[src/rtl/fr_pkg.sv]
package fr_pkg;
  localparam int PC_W = 21;
  localparam logic [PC_W-1:0] BOOT_END = 21'h000800;
  localparam logic [PC_W-1:0] RESET_VEC = '0;

  typedef enum logic [1:0] {
    PM_EXT_ONLY = 2'b00,
    PM_BOOT     = 2'b01,
    PM_EXTENDED = 2'b10,
    PM_ON_CHIP  = 2'b11
  } pmode_t;

  typedef enum logic [1:0] {
    RT_INT  = 2'b00,
    RT_EXT  = 2'b01,
    RT_ZERO = 2'b10
  } route_t;

  typedef enum logic [2:0] {
    ST_VECTOR = 3'd0,
    ST_IDLE   = 3'd1,
    ST_INT    = 3'd2,
    ST_EXT    = 3'd3,
    ST_RESP   = 3'd4
  } seq_t;
endpackage

[src/rtl/fr_mode_latch.sv]
module fr_mode_latch
  import fr_pkg::*;
#(
  parameter bit FORCE_ON_CHIP = 1'b0
) (
  input  logic       clk,
  input  logic       rst_n,
  input  logic [1:0] mode_cfg,
  output pmode_t     mode_q
);
  generate
    if (FORCE_ON_CHIP) begin : g_forced
      assign mode_q = PM_ON_CHIP;
    end else begin : g_sampled
      pmode_t held;
      // capture only while reset is asserted; frozen afterwards
      always_ff @(posedge clk) begin
        if (!rst_n) held <= pmode_t'(mode_cfg);
      end
      assign mode_q = held;
    end
  endgenerate
endmodule

[src/rtl/fr_route_decode.sv]
module fr_route_decode
  import fr_pkg::*;
#(
  parameter int FLASH_BYTES = 49152
) (
  input  pmode_t          mode,
  input  logic [PC_W-1:0] addr,
  output route_t          route
);
  localparam logic [PC_W-1:0] FLASH_END = PC_W'(FLASH_BYTES);

  logic in_boot;
  logic in_flash;

  assign in_boot  = addr < BOOT_END;
  assign in_flash = addr < FLASH_END;

  always_comb begin
    unique case (mode)
      PM_EXT_ONLY: route = RT_EXT;
      PM_BOOT:     route = in_boot  ? RT_INT : RT_EXT;
      PM_EXTENDED: route = in_flash ? RT_INT : RT_EXT;
      default:     route = in_flash ? RT_INT : RT_ZERO;
    endcase
  end
endmodule

[src/rtl/fr_fetch_seq.sv]
module fr_fetch_seq
  import fr_pkg::*;
#(
  parameter int FLASH_BYTES = 49152,
  parameter int WORD_W      = 16,
  localparam int IAW        = $clog2(FLASH_BYTES)
) (
  input  logic              clk,
  input  logic              rst_n,
  input  pmode_t            mode,
  input  logic              fetch_valid,
  output logic              fetch_ready,
  input  logic [PC_W-1:0]   fetch_addr,
  output logic              int_req,
  output logic [IAW-1:0]    int_addr,
  input  logic              int_ack,
  input  logic [WORD_W-1:0] int_data,
  output logic              ext_req,
  output logic [PC_W-1:0]   ext_addr,
  input  logic              ext_ack,
  input  logic [WORD_W-1:0] ext_data,
  output logic              rsp_valid,
  input  logic              rsp_ready,
  output logic [PC_W-1:0]   rsp_addr,
  output logic [WORD_W-1:0] rsp_word
);
  seq_t              state;
  logic [PC_W-1:0]   cur_addr;
  logic [WORD_W-1:0] word_q;
  logic [PC_W-1:0]   cand_addr;
  logic              take;
  route_t            route;

  // the vector fetch replaces the stream input on the first cycle after reset
  assign cand_addr = (state == ST_VECTOR) ? RESET_VEC : fetch_addr;
  assign take      = (state == ST_VECTOR) || ((state == ST_IDLE) && fetch_valid);

  fr_route_decode #(.FLASH_BYTES(FLASH_BYTES)) u_dec (
    .mode  (mode),
    .addr  (cand_addr),
    .route (route)
  );

  always_ff @(posedge clk) begin
    if (!rst_n) begin
      state    <= ST_VECTOR;
      cur_addr <= '0;
      word_q   <= '0;
    end else begin
      unique case (state)
        ST_VECTOR, ST_IDLE: begin
          if (take) begin
            cur_addr <= cand_addr;
            unique case (route)
              RT_INT:  state <= ST_INT;
              RT_EXT:  state <= ST_EXT;
              default: begin
                word_q <= '0;
                state  <= ST_RESP;
              end
            endcase
          end
        end
        ST_INT: begin
          if (int_ack) begin
            word_q <= int_data;
            state  <= ST_RESP;
          end
        end
        ST_EXT: begin
          if (ext_ack) begin
            word_q <= ext_data;
            state  <= ST_RESP;
          end
        end
        default: begin
          if (rsp_ready) state <= ST_IDLE;
        end
      endcase
    end
  end

  assign fetch_ready = (state == ST_IDLE);
  assign int_req     = (state == ST_INT);
  assign int_addr    = cur_addr[IAW-1:0];
  assign ext_req     = (state == ST_EXT);
  assign ext_addr    = cur_addr;
  assign rsp_valid   = (state == ST_RESP);
  assign rsp_addr    = cur_addr;
  assign rsp_word    = word_q;
endmodule

[src/rtl/fetch_router.sv]
module fetch_router
  import fr_pkg::*;
#(
  parameter int FLASH_BYTES   = 49152,
  parameter bit FORCE_ON_CHIP = 1'b0,
  parameter int WORD_W        = 16,
  localparam int IAW          = $clog2(FLASH_BYTES)
) (
  input  logic              clk,
  input  logic              rst_n,
  input  logic [1:0]        mode_cfg,
  input  logic              fetch_valid,
  output logic              fetch_ready,
  input  logic [20:0]       fetch_addr,
  output logic              int_req,
  output logic [IAW-1:0]    int_addr,
  input  logic              int_ack,
  input  logic [WORD_W-1:0] int_data,
  output logic              ext_req,
  output logic [20:0]       ext_addr,
  input  logic              ext_ack,
  input  logic [WORD_W-1:0] ext_data,
  output logic              rsp_valid,
  input  logic              rsp_ready,
  output logic [20:0]       rsp_addr,
  output logic [WORD_W-1:0] rsp_word
);
  pmode_t mode_q;

  fr_mode_latch #(.FORCE_ON_CHIP(FORCE_ON_CHIP)) u_mode (
    .clk      (clk),
    .rst_n    (rst_n),
    .mode_cfg (mode_cfg),
    .mode_q   (mode_q)
  );

  fr_fetch_seq #(.FLASH_BYTES(FLASH_BYTES), .WORD_W(WORD_W)) u_seq (
    .clk         (clk),
    .rst_n       (rst_n),
    .mode        (mode_q),
    .fetch_valid (fetch_valid),
    .fetch_ready (fetch_ready),
    .fetch_addr  (fetch_addr),
    .int_req     (int_req),
    .int_addr    (int_addr),
    .int_ack     (int_ack),
    .int_data    (int_data),
    .ext_req     (ext_req),
    .ext_addr    (ext_addr),
    .ext_ack     (ext_ack),
    .ext_data    (ext_data),
    .rsp_valid   (rsp_valid),
    .rsp_ready   (rsp_ready),
    .rsp_addr    (rsp_addr),
    .rsp_word    (rsp_word)
  );
endmodule

[config.mk]
export PLATFORM = sky130hd
export DESIGN_NAME = fetch_router
export DESIGN_NICKNAME = d
export VERILOG_FILES = /design/src/rtl/fr_pkg.sv /design/src/rtl/fr_mode_latch.sv /design/src/rtl/fr_route_decode.sv /design/src/rtl/fr_fetch_seq.sv /design/src/rtl/fetch_router.sv
export SDC_FILE = /design/constraint.sdc
export NUM_CORES = 1
export LEC_CHECK = 0
export CORE_MARGIN = 2
export CORE_UTILIZATION = 63
export CTS_CLUSTER_SIZE = 30
export DETAILED_ROUTE_END_ITERATION = 12
export DONT_BUFFER_PORTS = 1
export GPL_TIMING_DRIVEN = 0
export PLACE_DENSITY = 0.79
export SYNTH_ARGS = -nofsm -noshare
export SYNTH_HDL_FRONTEND = slang
export SYNTH_HIERARCHICAL = 1
export SYNTH_SLANG_ARGS = --single-unit
export TNS_END_PERCENT = 20
[constraint.sdc]
create_clock -name clk -period 3.4 [get_ports clk]
set_input_delay 0.51 -clock clk [delete_from_list [all_inputs] [get_ports clk]]
set_output_delay 0.51 -clock clk [all_outputs]
set_load 0.1 [all_outputs]
== Word level (Yosys, flattened, before mapping) ==
Index checks and enable logic that the tools add are counted.

* Order comparisons: 2
* Equality and inequality tests: 11
* Reductions and logical operators: 12
* Mux-type cells: 16

{| class="wikitable"
|+ Operators with widths
! operator !! number
|-
| $mux 16 || 4
|-
| $pmux 16 s3 || 1
|-
| $lt 21x12->1 const B || 1
|-
| $lt 21x16->1 const B || 1
|-
| $mux 21 || 1
|-
| $mux 3 || 4
|-
| $pmux 3 s3 || 1
|-
| $eq 3x2->1 const B || 2
|-
| $ne 2x1->1 const B || 3
|-
| $pmux 2 s3 || 1
|-
| $pmux 3 s2 || 1
|-
| $reduce_and 5->1 || 1
|-
| $eq 2x1->1 const B || 2
|-
| $logic_not 2->1 || 2
|-
| $reduce_and 4->1 || 1
|-
| $reduce_bool 4->1 || 1
|-
| $reduce_or 2->1 || 2
|-
| $eq 3x1->1 const B || 1
|-
| $eq 3x3->1 const B || 1
|-
| $logic_not 3->1 || 1
|-
| $reduce_bool 3->1 || 1
|-
| $eq 2x2->1 const B || 1
|-
| $mux 1 || 2
|-
| $mux 2 || 1
|-
| other kinds (4) || 4
|}

* Bits of input ports: 61
* Output and inout bits: 78
* Register bits after elaboration: 42
* Logic and storage cells: 45

== Depth between registers and ports, before layout ==
Gate-level depths: netlist of the first run.

* Depth in word-level cells: 10
* Mapped depth: 11
* Mapped depth without buffers: 8

== By module ==
The synthesis of the first run kept the hierarchy.

{| class="wikitable"
|+ By module, submodules not included
! module !! times used !! area each (sq um) !! cells an instance !! seq. area each (sq um)
|-
| fr_fetch_seq || 1 || 2163.3 || 249 || 800.8
|-
| fr_mode_latch || 1 || 63.8 || 3 || 60.1
|-
| fr_route_decode || 1 || 62.6 || 9 || 0.0
|}

== Least setup slack after synthesis of the first run ==
No wires, ideal clock.

* Path kind: register -> output
* Start: register u_seq.state[0]
* End: output port rsp_valid
* Data required time: 2.890 ns
* Buffers on the path: 1
* Cell stages (with the launch flop): 3
* Setup slack: 0.148 ns
* Arrival time: 2.742 ns
* Path through: dfxtp_1 -> buf_2 -> nor3b_1

* Word-level cells in the longest chain between the ends: 1

{| class="wikitable"
|+ Ends and longest elaborated chain
! what !! line !! source
|-
| from (decl) || fr_fetch_seq.sv:27 || <nowiki>seq_t state;</nowiki>
|-
| from (signal assigned) || fr_fetch_seq.sv:46 || <nowiki>state <= ST_VECTOR;</nowiki>
|-
| from (signal assigned) || fr_fetch_seq.sv:55 || <nowiki>RT_INT: state <= ST_INT;</nowiki>
|-
| from (signal assigned) || fr_fetch_seq.sv:56 || <nowiki>RT_EXT: state <= ST_EXT;</nowiki>
|-
| $eq 3x3->1 || fr_fetch_seq.sv:88 || <nowiki>assign rsp_valid = (state == ST_RESP);</nowiki>
|-
| to (decl) || fetch_router.sv:23 || <nowiki>output logic rsp_valid,</nowiki>
|}

Every way passes these cells.

== Worst setup path after layout of the first run ==
* Start: register u_seq.state[1]
* End: register u_seq.word_q[14] (netlist: u_seq/rsp_word[14])

* Word-level cells in the longest chain between the ends: 9
* Elaborated cells between the ends (all ways): 24
* Classes of those cells: order compare (2); eq/ne (8); mux (6); reduce/logical (8)

{| class="wikitable"
|+ Ends and longest elaborated chain
! what !! line !! source
|-
| $logic_not 3->1 * || fr_fetch_seq.sv:35 || <nowiki>assign cand_addr = (state == ST_VECTOR) ? RESET_VEC : fetch_addr;</nowiki>
|-
| $mux 21 * || fr_fetch_seq.sv:35 ||
|-
| named net u_seq.cand_addr[18] || fr_fetch_seq.sv:30 || <nowiki>logic [PC_W-1:0] cand_addr;</nowiki>
|-
| $lt 21x16->1 * || fr_route_decode.sv:16 || <nowiki>assign in_flash = addr < FLASH_END;</nowiki>
|-
| $mux 2 * || fr_route_decode.sv:23 || <nowiki>default: route = in_flash ? RT_INT : RT_ZERO;</nowiki>
|-
| $pmux 2 s3 * || fr_route_decode.sv:19 || <nowiki>unique case (mode)</nowiki>
|-
| named net u_seq.route[1] || fr_fetch_seq.sv:32 || <nowiki>route_t route;</nowiki>
|-
| $eq 2x1->1 / $logic_not 2->1 (equally long branches) || fr_fetch_seq.sv:54 || <nowiki>unique case (route)</nowiki>
|-
| $reduce_or 2->1 (no source line) * || -- ||
|-
| $ne 2x2->1 (no source line) * || -- ||
|-
| $reduce_and 5->1 (no source line) * || -- ||
|-
| to (signal assigned) || fr_fetch_seq.sv:66 || <nowiki>word_q <= int_data;</nowiki>
|-
| to (signal assigned) || fr_fetch_seq.sv:72 || <nowiki>word_q <= ext_data;</nowiki>
|-
| to (decl) || fr_fetch_seq.sv:29 || <nowiki>logic [WORD_W-1:0] word_q;</nowiki>
|}

The timed path passes the listed nets; every way through them passes the cells marked *.
A chain may end at the register's enable or synchronous reset.

==> impl_metrics.json, run 1 <==
{
  "syn_to_final_growth_pct": 7.705,
  "path_delay_family": "simple AND/OR/NAND/NOR gates",
  "cp_common_cell": "buf_6",
  "synth_seq_cells": 42,
  "critPathKind": "register to register",
  "run_status": "finished, final reports clean",
  "finalSetupTns_ps": 0,
  "globalplace.congestion": 0.8075,
  "n_antenna_cell": 0,
  "synth_edf_count": 2,
  "cts_tree": "built",
  "layout_min_cycle_time_ps": 2815,
  "numCtsBuffers": 5,
  "grt_pass1_wl_mm": 7.286,
  "drcViolationCount": 0,
  "io_buffers": 0,
  "overflow": 0,
  "dr.pass1.iters": 4,
  "clk_latency_ps": 340,
  "drtIter0Drc": 164,
  "reg2reg_slack_ps": 580,
  "cp-start-kind": "register",
  "fin_skew_ps": 12.93,
  "crit_fanout": 10,
  "initial_utilization_pct": 67.03,
  "cts_sinks": 42,
  "grt_antenna_before_repair": 0,
  "synthCells": 261,
  "clk_pin_slew_ps": 120,
  "ys_async_sr_fraction_pct": 0,
  "cp_num_buf_inv": 4,
  "synthFlopType": "dfxtp_1",
  "io_pins": 139,
  "syn_avg_cell_area_sq_um": 8.773,
  "nets": 331,
  "grt_max_degree": 14,
  "r2r_end": "u_seq/rsp_word[14]",
  "die_width_microns": 64.29,
  "grt_pass1_vias": 1620,
  "core_sq_um": 3416,
  "final_cell_mix": "dfxtp_1, buf_4, nand2_1, nor2_1",
  "holdCritPathClass": "input pin to register",
  "postCtsHoldBufs": 0,
  "antenna_left": 0,
  "cp.depth": 11,
  "cp_cell_sequence": "buf_4 -> nor3_1 -> buf_2 -> nor2b_1 -> or4_1 -> nor2_1 -> a21boi_0 -> o211ai_1 -> buf_6 -> buf_6 -> mux2i_1",
  "finalSetupViolCount": 0,
  "syn_nets": 322,
  "hold_viol_final": 0,
  "relSlewSlack_pct": 28.70,
  "reg2reg_depth": 11,
  "syn_area_sq_um": 2290,
  "final_common_cell": "dfxtp_1",
  "max-cap-violations": 0,
  "seq_area_frac_synth_pct": 37.60,
  "synth_cell_types": 32,
  "post-route-period-util_pct": 82.81,
  "clockRootBuffer": "clkbuf_4",
  "startpoint": "u_seq/state[1]",
  "synth_warnings": 6,
  "via_count": 1752,
  "max_stage_delay_ps": 560,
  "rsz0062_at_grt": "false",
  "crit_end": "u_seq/rsp_word[14]",
  "worstReg2RegStart": "u_seq/state[1]",
  "crit_arrival_ps": 3100,
  "num_rows": 21,
  "max_freq_mhz": 355.2,
  "cts_resized": 0,
  "fp.dieH_microns": 64.29,
  "cts_setup_buffers": 0,
  "drive_above_1_share_pct": 29.89,
  "die-area_sq_um": 4133,
  "dpl.hpwl_mm": 3.500,
  "crit_required_ps": 3680,
  "slew_viol_final": 0,
  "crit_path_end_kind": "register",
  "wl_per_cell_microns": 14.73,
  "track_usage_pct": 22.09,
  "clock_path_buffers": 2,
  "critPathSlowestCell": "or4_1",
  "worstMarginPinSlew_ps": 1068,
  "htree_levels": 2,
  "viasPerCell": 5.527,
  "routed_wl_mm": 4.669
}
-- registers in the layout, indices dropped and copies added (netlist names) --
signal,count
u_mode/mode_q,2
u_seq/state,3
u_seq/rsp_word,16
u_seq/ext_addr,21
-- kinds of logic (layout without fill, tap and decap cells) --
| group | after synthesis | after routing | share of synthesized area, % |
|---|---|---|---|
| AO/OA/AOI/OAI | 31 | 31 | 10.27 |
| buffers and inverters | 58 | 68 | 16.83 |
| flip-flops | 42 | 42 | 37.60 |
| multiplexers | 33 | 33 | 15.30 |
| AND/OR/NAND/NOR | 97 | 97 | 20.00 |
-- Yosys cell counts (all sizes together), types with 2 or more instances --
cell | number | area, sq um
and2 | 2 | 12.51
clkbuf | 5 | 18.77
a22oi | 21 | 157.7
nand2 | 36 | 135.1
nor3 | 2 | 10.01
mux2 | 16 | 180.2
inv | 5 | 18.76
nor2 | 28 | 107.6
buf | 48 | 347.8
dfxtp | 40 | 800.8
mux2i | 17 | 170.2
nand2b | 4 | 25.02
edfxtp | 2 | 60.06
nor2b | 21 | 131.4
a31oi | 2 | 18.77
-- per-stage QoR --
step,area (sq um),hold slack (ps),std cells,util (%),setup WS (ps)
CTS,2466,246.3,317,72.20,589.2
global route,2466,241.0,317,72.20,355.8
floorplan,2290,516.0,261,-,147.9
global placement,2347,551.7,307,68.72,42.43
finish,2466,260.8,317,72.20,584.6
detailed placement,2392,581.2,309,70.04,614.6
-- per-layer routing --
metal  GRT usage (%)  part of all wire [%]  up-vias
li1                -                     -      859
met5               0                     0        -
met3           5.458                   9.7        7
met1           25.05                    40      800
met4           9.043                   1.3        0
met2           39.32                    49       86
-- layout make-up --
type	instances	area (sq um)
Inverter	5	18.77
Sequential cell	42	860.8
Timing Repair Buffer	2	30.03
Clock inverter	1	7.507
Tap cell	46	57.56
Clock buffer	7	66.31
Buffer	53	366.6
Multi-Input combinational cell	161	1059
Fill cell	288	949.7
-- worst reg2reg max path: cells and delay by family, from the launching register on --
kind,cells,cell delay (ps)
buf+inv,4,840
compound gates,2,340
flops,1,350
mux,1,190
simple gates,4,1060
-- how the worst min path moves through the flow --
| stage | startpoint | end | cells past startpoint |
|---|---|---|---|
| global route | mode_cfg[0] | u_mode/mode_q[0] | 0 |
| CTS | mode_cfg[0] | u_mode/mode_q[0] | 0 |
| floorplan | u_seq/state[0] | u_seq/state[0] | 2 |
| finish | mode_cfg[0] | u_mode/mode_q[0] | 0 |
| global placement | u_seq/state[0] | u_seq/state[0] | 2 |
| detailed placement | u_seq/state[0] | u_seq/state[0] | 2 |
Power of run 1 is left out: the tool's default activity adds up to more than one toggle a clock period on the data nets, which glitch-free logic cannot reach.
==> run 2: changes to the inputs <==
==> constraint.sdc (replaced) <==
create_clock -name clk -period 2.8 [get_ports clk]
set_input_delay 0.42 -clock clk [delete_from_list [all_inputs] [get_ports clk]]
set_output_delay 0.42 -clock clk [all_outputs]
set_load 0.1 [all_outputs]
==> run 2 against run 1 <==
Against the previous run: die area stayed put; register-to-register slack worse by 370 ps; via count hardly changed; core utilization is 0.29 points higher; non-clock buffer count stayed put; sequential share of layout area is 0.090 points lower; flip-flop and latch count stayed put; clock skew hardly changed; critical path type unchanged.
==> impl_metrics.json, run 2 (synthesized netlist as in run 1, its figures left out) <==
{
  "die_width_microns": 64.29,
  "cp-start-kind": "register",
  "clock_path_buffers": 2,
  "wl_per_cell_microns": 15.08,
  "finalSetupViolCount": 0,
  "final_cell_mix": "buf_4, dfxtp_1, nand2_1, nor2_1",
  "drcViolationCount": 0,
  "cp_cell_sequence": "buf_4 -> nor3_4 -> buf_6 -> nor2b_1 -> or4_1 -> nor2_1 -> a21boi_0 -> o211ai_1 -> buf_6 -> buf_4 -> mux2i_1",
  "n_antenna_cell": 0,
  "crit_fanout": 10,
  "hold_viol_final": 0,
  "io_pins": 139,
  "critPathKind": "register to register",
  "nets": 331,
  "htree_levels": 2,
  "core_sq_um": 3416,
  "slew_viol_final": 0,
  "crit_path_end_kind": "register",
  "holdCritPathClass": "input pin to register",
  "clk_latency_ps": 350,
  "fp.dieH_microns": 64.29,
  "grt_max_degree": 14,
  "layout_min_cycle_time_ps": 2584,
  "num_rows": 21,
  "numCtsBuffers": 5,
  "path_delay_family": "simple AND/OR/NAND/NOR gates",
  "grt_pass1_wl_mm": 7.258,
  "overflow": 0,
  "fin_skew_ps": 13.19,
  "via_count": 1751,
  "dr.pass1.iters": 4,
  "cts_sinks": 42,
  "post-route-period-util_pct": 92.30,
  "dpl.hpwl_mm": 3.533,
  "run_status": "finished, final reports clean",
  "rsz0062_at_grt": "false",
  "busiest_layer": "met2",
  "relSlewSlack_pct": 28.65,
  "grt_use_met3_pct": 8.979,
  "clockRootBuffer": "clkbuf_4",
  "cp_num_buf_inv": 4,
  "die-area_sq_um": 4133,
  "max-cap-violations": 0,
  "max_freq_mhz": 386.9,
  "viasPerCell": 5.524,
  "largest_register_ffs": 21,
  "globalplace.congestion": 0.8007,
  "track_usage_pct": 22.57,
  "postCtsHoldBufs": 0,
  "drtIter0Drc": 80,
  "cts_tree": "built",
  "met2_usage_pct": 38.67,
  "crit_arrival_ps": 2860,
  "initial_utilization_pct": 67.03,
  "crit_required_ps": 3080,
  "utilization_pct": 72.49,
  "critPathSlowestCell": "or4_1",
  "io_buffers": 0,
  "routed_wl_mm": 4.780,
  "grt_pass1_vias": 1615,
  "clk_pin_slew_ps": 120,
  "grt_antenna_before_repair": 0,
  "antenna_left": 0,
  "max_stage_delay_ps": 550,
  "syn_to_final_growth_pct": 8.142,
  "worstMarginPinSlew_ps": 1069,
  "drive_above_1_share_pct": 31.00,
  "grtUsageMet1_pct": 25.61
}
[run 2: area by class of cell]
cell class	instances	area [sq um]
buffer	53	375.4
clock inverter	2	12.51
clock buffer	6	51.30
timing repair buffer	2	22.52
tap	46	57.56
sequential	42	862.1
multi-input combinational	161	1076
fill	296	939.7
inverter	5	18.77
[run 2: layer usage]
| metal | share of wire [%] | up-vias |
|---|---|---|
| li1 | - | 860 |
| met4 | 1.2 | 0 |
| met5 | 0 | - |
| met3 | 11 | 5 |
| met2 | 48 | 99 |
| met1 | 40 | 787 |
[run 2: path summary, 6_finish.rpt]
| kind | startpoint | to | slack [ps] | cells after the start |
|---|---|---|---|---|
| setup / recovery | u_seq/state[1] | u_seq/rsp_word[6] | 220 | 11 |
| hold reg to reg | u_seq/state[0] | u_seq/state[0] | 600 | 2 |
| hold / removal | mode_cfg[1] | u_mode/mode_q[1] | 170 | 0 |
| setup reg to reg | u_seq/state[1] | u_seq/rsp_word[6] | 220 | 11 |
[run 2: what timing repair did]
item,4_1_cts,5_1_grt
pin swaps,0,1
endpoints found under the hold margin,0,0
resized for setup,1,5
setup buffers,0,1
endpoints found under the setup margin,9,10
[run 2: metrics by stage]
stage	TNS, ps	cells	setup WS, ps	area [sq um]	hold slack [ps]
floorplan	-125.0	261	-125.0	2295	516.0
global placement	-211.8	307	-211.8	2352	518.9
detailed placement	-35.94	308	-14.94	2384	518.9
CTS	0	316	2.227	2450	143.7
global route	0	317	58.26	2476	122.9
finish	0	317	215.6	2476	166.9
Power of run 2 is left out for the same reason.
